`src/rtl/coef_loader_pkg.sv`:
```
package coef_loader_pkg;

  // Sequence phase: which group of tables is being filled.
  typedef enum logic [1:0] {
    PH_IDLE  = 2'd0,
    PH_UHIGH = 2'd1,
    PH_SNEG  = 2'd2,
    PH_BOTH  = 2'd3
  } phase_e;

  // Fixed bit positions of the bus fields that every multiplier decodes.
  localparam int STB_SIGNED_BIT   = 0;
  localparam int STB_UNSIGNED_BIT = 1;
  localparam int ADDR_LSB         = 2;

  function automatic phase_e next_phase(input phase_e p);
    case (p)
      PH_UHIGH: return PH_SNEG;
      PH_SNEG:  return PH_BOTH;
      default:  return PH_IDLE;
    endcase
  endfunction

endpackage

```
`src/rtl/coef_seq_ctrl.sv`:
```
module coef_seq_ctrl
  import coef_loader_pkg::*;
#(
  parameter int DEPTH = 16
) (
  input  logic   clk,
  input  logic   rst,
  input  logic   start,
  output phase_e phase,
  output logic   busy,
  output logic   phase_end,
  output logic   seq_end
);
  localparam int HALF  = DEPTH / 2;
  localparam int CNT_W = (HALF > 1) ? $clog2(HALF) : 1;
  localparam logic [CNT_W-1:0] LAST = CNT_W'(HALF - 1);

  logic [CNT_W-1:0] sub_cnt;

  assign busy      = (phase != PH_IDLE);
  assign phase_end = busy && (sub_cnt == LAST);
  assign seq_end   = phase_end && (phase == PH_BOTH);

  always_ff @(posedge clk) begin
    if (rst) begin
      phase   <= PH_IDLE;
      sub_cnt <= '0;
    end else if (!busy) begin
      if (start) begin
        phase   <= PH_UHIGH;
        sub_cnt <= '0;
      end
    end else if (phase_end) begin
      phase   <= next_phase(phase);
      sub_cnt <= '0;
    end else begin
      sub_cnt <= sub_cnt + 1'b1;
    end
  end

endmodule

```
`src/rtl/coef_entry_gen.sv`:
```
module coef_entry_gen
  import coef_loader_pkg::*;
#(
  parameter int COEF_W  = 12,
  parameter int ENTRY_W = 16,
  parameter int DEPTH   = 16
) (
  input  logic                      clk,
  input  logic                      rst,
  input  logic                      start,
  input  logic signed [COEF_W-1:0]  coef_in,
  input  phase_e                    phase,
  input  logic                      phase_end,
  output logic signed [COEF_W-1:0]  coef_q,
  output logic signed [ENTRY_W-1:0] entry
);
  localparam int LOG2D = $clog2(DEPTH);

  // Sign-extend the constant to the entry width.
  function automatic logic signed [ENTRY_W-1:0] widen(input logic signed [COEF_W-1:0] k);
    return {{(ENTRY_W-COEF_W){k[COEF_W-1]}}, k};
  endfunction

  // (2^sh - 1) * k, built from a shift and a subtract.
  function automatic logic signed [ENTRY_W-1:0] pow2m1_times(input logic signed [COEF_W-1:0] k,
                                                             input int sh);
    return (widen(k) <<< sh) - widen(k);
  endfunction

  logic signed [ENTRY_W-1:0] k_wide;
  assign k_wide = widen(coef_q);

  always_ff @(posedge clk) begin
    if (rst) begin
      coef_q <= '0;
      entry  <= '0;
    end else if (phase == PH_IDLE) begin
      if (start) begin
        coef_q <= coef_in;
        entry  <= pow2m1_times(coef_in, LOG2D);
      end
    end else if (phase_end) begin
      case (phase)
        PH_UHIGH: entry <= -k_wide;
        PH_SNEG:  entry <= pow2m1_times(coef_q, LOG2D - 1);
        default:  entry <= '0;
      endcase
    end else begin
      entry <= entry - k_wide;
    end
  end

endmodule

```
`src/rtl/coef_bus_pack.sv`:
```
module coef_bus_pack
  import coef_loader_pkg::*;
#(
  parameter int ENTRY_W = 16,
  parameter int ID_W    = 3,
  parameter int BUS_W   = 22
) (
  input  phase_e              phase,
  input  logic [ENTRY_W-1:0]  entry,
  input  logic [ID_W-1:0]     target,
  output logic [BUS_W-1:0]    bus
);
  localparam int DATA_LSB = ADDR_LSB + ID_W;

  always_comb begin
    bus = '0;
    if (phase != PH_IDLE) begin
      bus[DATA_LSB +: ENTRY_W]   = entry;
      bus[ADDR_LSB +: ID_W]      = target;
      bus[STB_UNSIGNED_BIT]      = (phase == PH_UHIGH) || (phase == PH_BOTH);
      bus[STB_SIGNED_BIT]        = (phase == PH_SNEG)  || (phase == PH_BOTH);
    end
  end

endmodule

```
`src/rtl/coef_loader_ctrl.sv`:
```
module coef_loader_ctrl
  import coef_loader_pkg::*;
#(
  parameter int COEF_W  = 12,
  parameter int ENTRY_W = 16,
  parameter int ID_W    = 3,
  parameter int DEPTH   = 16,
  localparam int BUS_W  = ADDR_LSB + ID_W + ENTRY_W + 1
) (
  input  logic              clk,
  input  logic              rst,
  input  logic              wr_en,
  input  logic [COEF_W-1:0] wr_coef,
  input  logic [ID_W-1:0]   wr_target,
  output logic              busy,
  output logic [BUS_W-1:0]  load_bus
);
  // Named internal events, brought out for the checker.
  phase_e                    phase;
  logic                      start_acc;
  logic                      phase_end;
  logic                      seq_end;
  logic signed [COEF_W-1:0]  coef_q;
  logic signed [ENTRY_W-1:0] entry;
  logic [ID_W-1:0]           target_q;

  assign start_acc = wr_en && !busy;

  coef_seq_ctrl #(.DEPTH(DEPTH)) u_seq (
    .clk(clk), .rst(rst), .start(start_acc), .phase(phase),
    .busy(busy), .phase_end(phase_end), .seq_end(seq_end)
  );

  coef_entry_gen #(.COEF_W(COEF_W), .ENTRY_W(ENTRY_W), .DEPTH(DEPTH)) u_gen (
    .clk(clk), .rst(rst), .start(start_acc), .coef_in(wr_coef),
    .phase(phase), .phase_end(phase_end), .coef_q(coef_q), .entry(entry)
  );

  always_ff @(posedge clk) begin
    if (rst)            target_q <= '0;
    else if (start_acc) target_q <= wr_target;
  end

  coef_bus_pack #(.ENTRY_W(ENTRY_W), .ID_W(ID_W), .BUS_W(BUS_W)) u_pack (
    .phase(phase), .entry(entry), .target(target_q), .bus(load_bus)
  );

endmodule

```
`config.mk`:
```
export PLATFORM = sky130hd
export DESIGN_NAME = coef_loader_ctrl
export DESIGN_NICKNAME = d
export VERILOG_FILES = /design/src/rtl/coef_loader_pkg.sv /design/src/rtl/coef_seq_ctrl.sv /design/src/rtl/coef_entry_gen.sv /design/src/rtl/coef_bus_pack.sv /design/src/rtl/coef_loader_ctrl.sv
export SDC_FILE = /design/constraint.sdc
export NUM_CORES = 1
export LEC_CHECK = 0
export BUFFER_PORTS_ARGS = -buffer_cell sky130_fd_sc_hd__buf_2
export CORE_MARGIN = 3
export CORE_UTILIZATION = 40
export DETAILED_ROUTE_END_ITERATION = 6
export HOLD_SLACK_MARGIN = 0.06
export MAX_ROUTING_LAYER = met4
export PLACE_DENSITY = 0.66
export SLEW_MARGIN = 20
export SYNTH_ARGS = -nofsm -noshare
export SYNTH_HDL_FRONTEND = slang
export SYNTH_SLANG_ARGS = --single-unit
```
`constraint.sdc`:
```
create_clock -name clk -period 5.4 [get_ports clk]
set_input_delay 0.27 -clock clk [delete_from_list [all_inputs] [get_ports clk]]
set_output_delay 0.27 -clock clk [all_outputs]
set_load 0.02 [all_outputs]
```
[Word level (Yosys, flattened, before mapping)]
Cells that the tools add are included.
Operators by class
  equal/unequal tests: 6
  mux-type cells: 12
  add/sub/neg operators: 5
  reductions and logical operators: 10
Operator list (count)
  $mux W16: 3
  $pmux W16 S2: 1
  $sub A16 B12 Y16: 2
  $mux W21: 1
  $neg A12 Y16: 1
  $sub A15 B12 Y16: 1
  $mux W3: 3
  $mux W2: 3
  $eq A2 B2 Y1 const B: 2
  $ne A2 B2 Y1 const B: 2
  $pmux W2 S2: 1
  $reduce_and A2 Y1: 2
  $reduce_bool A2 Y1: 2
  $add A3 B1 Y3 const B: 1
  $eq A3 B3 Y1 const B: 1
  $eq A2 B1 Y1 const B: 1
  $logic_and A1 B1 Y1: 2
  $logic_not A2 Y1: 1
  $logic_or A1 B1 Y1: 2
  $logic_not A1 Y1: 1
Storage, ports and cells
  output and inout port bits: 23
  register bits after elaboration: 36
  input bits: 18
  word-level logic and storage cells: 38

[Logic depth before layout (Yosys ltp)]
Gate-level depths: netlist of run 1.
  word-level depth: 5
  gate-level depth with buffers: 11
  gate-level depth less buffers: 11

[Hierarchy]
Synthesis of run 1 repeated with hierarchy kept, for this count alone.
Unflattened totals
  cell total of the unflattened synthesis: 576
  area, all modules: 4304.1 µm²
By module, submodules not included
  coef_entry_gen: area an instance 3654.8 µm², seq. area each 560.5 µm², cells an instance 505, instances 1
  coef_seq_ctrl: area an instance 301.5 µm², seq. area each 100.1 µm², cells an instance 31, instances 1
  coef_bus_pack: area an instance 206.4 µm², seq. area each 0.0 µm², cells an instance 27, instances 1
  coef_loader_ctrl: area an instance 141.4 µm², seq. area each 60.1 µm², cells an instance 13, instances 1

[Worst setup path after synthesis of run 1]
Ideal clock, no wire load.
  kind: register -> register
  start point: register u_gen.coef_q[4]
  end point: register u_gen.entry[15]
  setup time: 0.074 ns
  required time: 5.326 ns
  arrival: 2.334 ns
  period minus slack after synthesis: 2.408 ns
  stages on the path, launching flop included: 10
  path buffers: 0
  setup slack: 2.992 ns
  cells stage by stage: dfxtp_1 > inv_1 > ha_1 > o211a_1 > a211oi_1 > a211oi_1 > o2111ai_1 > a21oi_1 > or4_1 > a31oi_1
Between the ends
  word-level cells in the longest chain between the ends: 4
  elaborated cells on any way between the ends: 6
  those cells by class: add/sub: 3; mux: 3
Ends and longest elaborated chain
  start: declaration: RTL line coef_entry_gen.sv:14  | output logic signed [COEF_W-1:0] coef_q,
  start signal: assignment: RTL line coef_entry_gen.sv:39  | coef_q <= coef_in;
  $sub A15 B12 Y16 / $neg A12 Y16 (equally long branches): RTL line coef_entry_gen.sv:27, coef_entry_gen.sv:44
  $pmux W16 S2: RTL line coef_entry_gen.sv:43  | case (phase)
  $mux W16 (*): RTL line coef_entry_gen.sv:42  | end else if (phase_end) begin
  $mux W16 (*): RTL line coef_entry_gen.sv:37  | end else if (phase == PH_IDLE) begin
  end signal: assignment: RTL line coef_entry_gen.sv:40  | entry <= pow2m1_times(coef_in, LOG2D);
  end signal: assignment: RTL line coef_entry_gen.sv:44  | PH_UHIGH: entry <= -k_wide;
  end signal: assignment: RTL line coef_entry_gen.sv:45  | PH_SNEG: entry <= pow2m1_times(coef_q, LOG2D - 1);
  end: declaration: RTL line coef_entry_gen.sv:15  | output logic signed [ENTRY_W-1:0] entry
Every way passes the cells marked *; elsewhere a longest branch is shown, timed or not.
A chain may end at the register's enable or synchronous reset.

[Worst setup path after layout of run 1]
  start point: register u_gen.coef_q[0]
  end point: register u_gen.entry[10]
Same word-level chain as after synthesis.

==> out/qor.yml, run 1 <==
die:
  start_util_pct: 42.0
  core_um2: 9460
  die_x_um: 106
  pin_count: 41
  die-area_um2: 11200
  fp-row-count: 35
  die_height_um: 106
timing:
  fin_skew_ns: 0.00609
  max_freq_ghz: 0.337
  final_hold_viol_count: 0
  min_period_ns: 2.97
  rsz0062_at_grt: "no"
  fin_tns_setup_ns: 0
  maxSlewHeadroom_pct: 48.1
  worst_pin_slew_ns: 0.778
  finalWorstSetupSlack_ns: 2.43
  period_share_pct: 55.0
  setup-violations-final: 0
  drv_slew: 0
  holdWs_ns: 0.212
worst_setup_path:
  start_kind: "flop"
  worst_ep_arrival_time_ns: 3.10
  r2r_start: "u_gen.coef_q[0]"
  critPathRequiredTime_ns: 5.53
  critPathSlowestCell: "a2111oi_0"
  cp-end-kind: "flop"
  worstReg2RegEnd: "u_gen.entry[10]"
  path_max_fanout: 7
  reg2reg_depth: 10
  path_class: "reg -> reg"
  cpPeakStageDelay_ns: 0.55
  cp_cell_sequence: "ha_1 > inv_1 > fa_1 > a211oi_1 > o21ai_1 > a41o_1 > nor2_1 > nor3_1 > a2111oi_0 > a221oi_1"
  r2r_setup_slack_ns: 2.43
detailed_routing:
  vias_per_cell: 5.84
  routedWlPerCell_um: 16.9
  vias: 4048
  wl_um: 11700
  drt_iter0_markers: 407
  ant_nets: 0
  dr.pass1.iters: 5
  drc_errors: 0
clock_network:
  clk_latency_ns: 0.29
  cts_max_level: 2
  post_cts_buffers: 0
  clock-sinks: 36
  cts_tree: "yes"
  cts_resized: 0
  path_clk_slew_ns: 0.08
  root_buffer: "clkbuf_8"
  cts.path.max_buffers: 2
  cts_buffers: 5
  postCtsHoldBufs: 0
yosys:
  synth_edf_count: 0
  synth-async-reset-ratio_pct: 0
  syn_inst: 536
  synth.most_common_cell: "nand2_1"
  yosysUniqueCellTypes: 67
  synth_top_area_cell: "dfxtp_1"
  syn-cell-area_um2: 3980
  synth_ff_type: "dfxtp_1"
  synth_seq_cells: 36
  syn_area_per_cell_um2: 7.42
  synth_area_leaders: "dfxtp_1, ha_1, xnor2_1"
  ys_seq_area_share_pct: 18.1
  synth.net_count: 601
  ys_warn_count: 0
  synth_top_area_share_pct: 18.1
  synthTopCellsByCount: "nand2_1, ha_1, nor2_1"
global_route:
  grt_usage_pct: 21.9
  grt_pass1_vias: 3918
  gr-total-overflow: 0
  grt_max_degree: 40
  antenna_found_initial: 0
  grt_first_pass_wirelength_um: 19600
power_and_ir_drop:
  total_power_mw: 2.01
  pwr_density_cell_nw_per_um2: 461
  p_int_mw: 1.02
  power_frac_clock_pct: 10.3
  power_frac_comb_pct: 69.3
  switching_power_uw: 992
  p_leak_nw: 1.88
  pwr-share-seq_pct: 20.4
  swShare_pct: 49.4
  max-vdd-ir-drop_uv: 156
placed_design:
  post-dp-hpwl_um: 9200
  placed_cells: 685
  gp_congestion: 1.04
  pre_cts_slack_ns: 2.54
  place.port_buffers: 39
worst_hold_path:
  hold_start: "wr_target[2]"
  hold_path_end: "target_q[2]"
  hold_depth: 3
  min_path_type: "in -> reg"
cells_and_area:
  layout.cells.non_filler: 693
  drive_above_1_share_pct: 10.3
  nets: 628
  antenna_cells: 0
  nFillCells: 1007
  synthToLayoutAreaGrowth_pct: 9.57
outcome:
  status: "finished clean"
flow_run:
  drv_cap: 0
placed cells by master (no fill, tap or decap), types with 2 or more instances in the layout:
cell type / netlist / final
nand4_1: 3 / 3
a211oi_1: 18 / 18
ha_1: 46 / 45
a21o_1: 13 / 13
and2_1: 3 / 3
and3_1: 6 / 6
or4_1: 2 / 2
o21a_1: 6 / 6
o211a_1: 3 / 3
nor2b_1: 18 / 18
o21bai_1: 4 / 4
a21oi_1: 43 / 43
a31oi_1: 6 / 6
o22ai_1: 3 / 3
or3_1: 3 / 3
buf_2: 1 / 39
nor2_1: 44 / 44
nor3_1: 19 / 19
o21ai_0: 24 / 24
xor2_1: 10 / 10
a41o_1: 2 / 2
a22oi_1: 4 / 4
a311oi_1: 3 / 3
clkbuf_8: 0 / 6
nand2_1: 54 / 54
dfxtp_1: 36 / 36
inv_1: 36 / 36
o21ai_1: 7 / 7
nor3b_1: 2 / 2
mux2i_1: 9 / 9
nand2b_1: 6 / 6
a221oi_1: 10 / 10
nand3_1: 11 / 11
and3b_1: 2 / 2
xnor2_1: 26 / 26
nor4_1: 5 / 5
cells by family (layout without fill, tap and decap cells):
| kind of cell | count (synthesis) | after routing | share of synthesized area [%] |
|---|---|---|---|
| AO/OA/AOI/OAI | 161 | 161 | 27.1 |
| other | 1 | 1 | 0.0943 |
| flip-flops | 36 | 36 | 18.1 |
| AND/OR/NAND/NOR | 187 | 187 | 23.7 |
| multiplexers | 10 | 10 | 2.55 |
| XOR/XNOR | 36 | 36 | 7.93 |
| buffers and inverters | 58 | 86 | 5.60 |
| adder cells (fa/ha/maj) | 47 | 47 | 15.0 |
worst max-delay path, delay by kind of cell, from the launching register on:
kind	cells	cell delay, ns
simple gates	2	0.14
fa+ha+maj	2	0.65
compound gates	5	1.49
flops	1	0.48
buf+inv	1	0.06
power groups by stage:
stage               Clock [mW]  Combinational [mW]  Sequential, mW
floorplan                    0                1.08           0.383
global placement             0                1.35           0.413
detailed placement           0                1.36           0.412
CTS                      0.209                1.37           0.407
global route             0.223                1.55           0.416
finish                   0.206                1.39           0.409
routing by layer:
layer / GRT usage, % / vias up / part of all wire, %
li1: - / 2009 / -
met1: 30.0 / 1877 / 46
met2: 34.5 / 143 / 45
met3: 2.02 / 19 / 6.9
met4: 6.20 / 0 / 1.4
met5: - / - / 0
state kept, by name (all words and copies together) (netlist names):
| signal | flops |
|---|---|
| u_gen.entry | 16 |
| u_seq.sub_cnt | 3 |
| u_seq.phase | 2 |
| target_q | 3 |
| u_gen.coef_q | 12 |
layout make-up:
| type | instances | area [µm²] | share of cell area [%] |
|---|---|---|---|
| Multi-Input combinational cell | 442 | 3040 | 69.7 |
| Sequential cell | 36 | 721 | 16.5 |
| Timing Repair Buffer | 40 | 203 | 4.65 |
| Tap cell | 129 | 161 | 3.70 |
| Inverter | 38 | 143 | 3.27 |
| Clock buffer | 7 | 86.3 | 1.98 |
| Clock inverter | 1 | 7.51 | 0.172 |
through the flow:
stage          util, %  instance area [µm²]
6_report          46.1                 4360
5_1_grt           46.1                 4360
4_1_cts           46.1                 4360
3_5_place_dp      45.1                 4260
3_3_place_gp      45.1                 4260
2_1_floorplan        -                 3980
worst max-delay path by stage:
stage                          startpoint              end  slack [ns]
after global placement    u_gen.coef_q[0]  u_gen.entry[12]        2.54
after detailed placement  u_gen.coef_q[0]  u_gen.entry[10]        2.54
after global routing      u_gen.coef_q[0]  u_gen.entry[10]        2.33
after floorplan           u_gen.coef_q[4]  u_gen.entry[15]        2.99
after CTS                 u_gen.coef_q[0]  u_gen.entry[10]        2.51
final                     u_gen.coef_q[0]  u_gen.entry[10]        2.43
No activity file was read; power rests on OpenSTA's default activity.
==> run 2: changes to the inputs <==
- PLACE_DENSITY: 0.66 -> 0.68
- clock period: 5.4 -> 2.55 ns (I/O delays scaled with it)
==> run 2 against run 1 <==
Net effect:
- final area rose by 10%
- core utilization rose by 4.8 points
- register-to-register slack got worse by 2.4 ns
- worst setup slack got worse by 2.4 ns
- global-route usage rose by 0.53 points
- total power rose by 140%
- first-iteration DRC count fell by 21%
- count of clock-buffer cells in the layout did not move
- combinational power rose by 150%
- cell count rose by 6.5%
- clock skew rose by 0.0095 ns
- critical endpoint is now u_gen.entry[14]
- largest cell class unchanged
==> out/qor.yml, run 2 (same netlist as run 1, synthesis figures left out) <==
clock_network:
  clock-sinks: 36  # unchanged
  cts_buffers: 5  # unchanged
  path_clk_slew_ns: 0.09  # was 0.08 ns
  root_buffer: "clkbuf_8"  # unchanged
  cts_max_level: 2  # unchanged
  cts_tree: "yes"  # unchanged
  cts.path.max_buffers: 2  # unchanged
  clk_latency_ns: 0.30  # was 0.29 ns
placed_design:
  gp_congestion: 0.947  # was 1.04
  post-dp-hpwl_um: 9660  # was 9200 µm
  place.port_buffers: 39  # unchanged
timing:
  fin_skew_ns: 0.0156  # was 0.00609 ns
  fin_tns_setup_ns: 0  # unchanged
  final_hold_viol_count: 0  # unchanged
  maxSlewHeadroom_pct: 59.8  # was 48.1%
  holdWs_ns: 0.0720  # was 0.212 ns
  min_period_ns: 2.50  # was 2.97 ns
  period_share_pct: 98.2  # was 55.0%
  worst_pin_slew_ns: 0.600  # was 0.778 ns
  rsz0062_at_grt: "yes"  # was no
  drv_slew: 0  # unchanged
  setup-violations-final: 0  # unchanged
  max_freq_ghz: 0.399  # was 0.337 GHz
cells_and_area:
  largest_reg_flops: 16  # unchanged
  largest-register: "u_gen.entry"  # unchanged
  final_core_util_pct: 50.8  # was 46.1%
  antenna_cells: 0  # unchanged
  synthToLayoutAreaGrowth_pct: 20.9  # was 9.57%
  final_cell_mix: "nand2_1, buf_4, nor2_1"  # was nand2_1, ha_1, nor2_1
  final_common_cell: "nand2_1"  # unchanged
  reg.largest.list: "u_gen.entry x16, u_gen.coef_q x12"  # unchanged
  nets: 674  # was 628
  drive_above_1_share_pct: 20.0  # was 10.3%
die:
  die-area_um2: 11200  # unchanged
  fp-row-count: 35  # unchanged
  die_height_um: 106  # unchanged
  start_util_pct: 42.0  # unchanged
  core_um2: 9460  # unchanged
  die_x_um: 106  # unchanged
  pin_count: 41  # unchanged
global_route:
  grt_usage_pct: 22.4  # was 21.9%
  grt_max_degree: 51  # was 40
  gr-total-overflow: 0  # unchanged
  grt_first_pass_wirelength_um: 20100  # was 19600 µm
  antenna_found_initial: 0  # unchanged
  grt_pass1_vias: 4026  # was 3918
detailed_routing:
  wl_um: 12500  # was 11700 µm
  dr.pass1.iters: 5  # unchanged
  drc_errors: 0  # unchanged
  drt_iter0_markers: 321  # was 407
  vias_per_cell: 5.85  # was 5.84
  routedWlPerCell_um: 16.9  # about the same
  ant_nets: 0  # unchanged
  vias: 4315  # was 4048
power_and_ir_drop:
  max-vdd-ir-drop_uv: 331  # was 156 µV
  p_leak_nw: 2.13  # was 1.88 nW
  pwr_density_cell_nw_per_um2: 993  # was 461 nW/µm²
worst_setup_path:
  path_class: "reg -> reg"  # unchanged
  cpPeakStageDelay_ns: 0.47  # was 0.55 ns
  worst_ep_arrival_time_ns: 2.72  # was 3.10 ns
  path_max_fanout: 5  # was 7
  start_kind: "flop"  # unchanged
  crit_family: "compound AO/OA/AOI/OAI gates"  # unchanged
  critPathRequiredTime_ns: 2.76  # was 5.53 ns
  critPathSlowestCell: "o41a_1"  # was a2111oi_0
  crit_top_cell: "a211oi_2"
  cp.buffers_inverters: 2  # was 1
  cp-end-kind: "flop"  # unchanged
  cp_cell_sequence: "inv_1 > buf_4 > ha_1 > and3_2 > a211oi_2 > a311oi_1 > o41a_1 > a211oi_2 > nor4_2 > a221oi_1"  # was ha_1 > inv_1 > fa_1 > a211oi_1 > o21ai_1 > a41o_1 > nor2_1 > nor3_1 > a2111oi_0 > a221oi_1
flow_run:
  drv_cap: 0  # unchanged
worst_hold_path:
  min_path_type: "in -> reg"  # unchanged
outcome:
  status: "finished clean"  # unchanged
run 2: tightest hold or removal path: cells and delay by family:
kind	cells	cell delay [ns]
AND/OR/NAND/NOR	1	0.04
AO/OA/AOI/OAI	1	0.05
buffers and inverters	1	0.09
run 2: where the power goes:
group          total [mW]  internal (mW)  switching (mW)
registers           0.832          0.710           0.122
logic                3.47           1.58            1.89
clock network       0.470          0.241           0.229
total                4.77           2.53            2.24
run 2: repair_timing:
item	in CTS	in global routing
endpoints found under the setup margin	1	6
hold buffers	0	0
pin swaps	0	10
buffers inserted	0	2
gates resized for setup	1	19
run 2: worst paths after layout:
path                                      start         endpoint  slack, ns  cells after the start
worst max register to register  u_gen.coef_q[5]  u_gen.entry[14]       0.05                     10
worst min-delay path               wr_target[0]      target_q[0]       0.07                      3
worst max-delay path            u_gen.coef_q[5]  u_gen.entry[14]       0.05                     10
worst min register to register      target_q[1]      target_q[1]       0.46                      2
run 2: per-stage QoR:
stage               instances  setup WS, ns  cell area (µm²)  power (mW)
floorplan                 536         0.142             3980        3.10
global placement          729      -0.00970             4590        4.02
detailed placement        729       -0.0395             4590        4.05
CTS                       736       0.00131             4690        4.54
global route              738       -0.0564             4810        5.17
finish                    738        0.0466             4810        4.77
run 2: final cells by class:
type                            count  area [µm²]
Multi-Input combinational cell    442        3140
Timing Repair Buffer               86         548
Sequential cell                    36         721
Fill cell                         975        4650
Inverter                           38         143
Clock buffer                        7        96.3
Tap cell                          129         161
run 2: per-layer routing:
layer | share of wire, % | wire, µm | track usage (%)
met5 | 0 | 0 | -
met4 | 2.0 | 255 | 6.20
met3 | 5.9 | 740 | 1.41
met1 | 45 | 5650 | 30.3
met2 | 47 | 5830 | 36.5
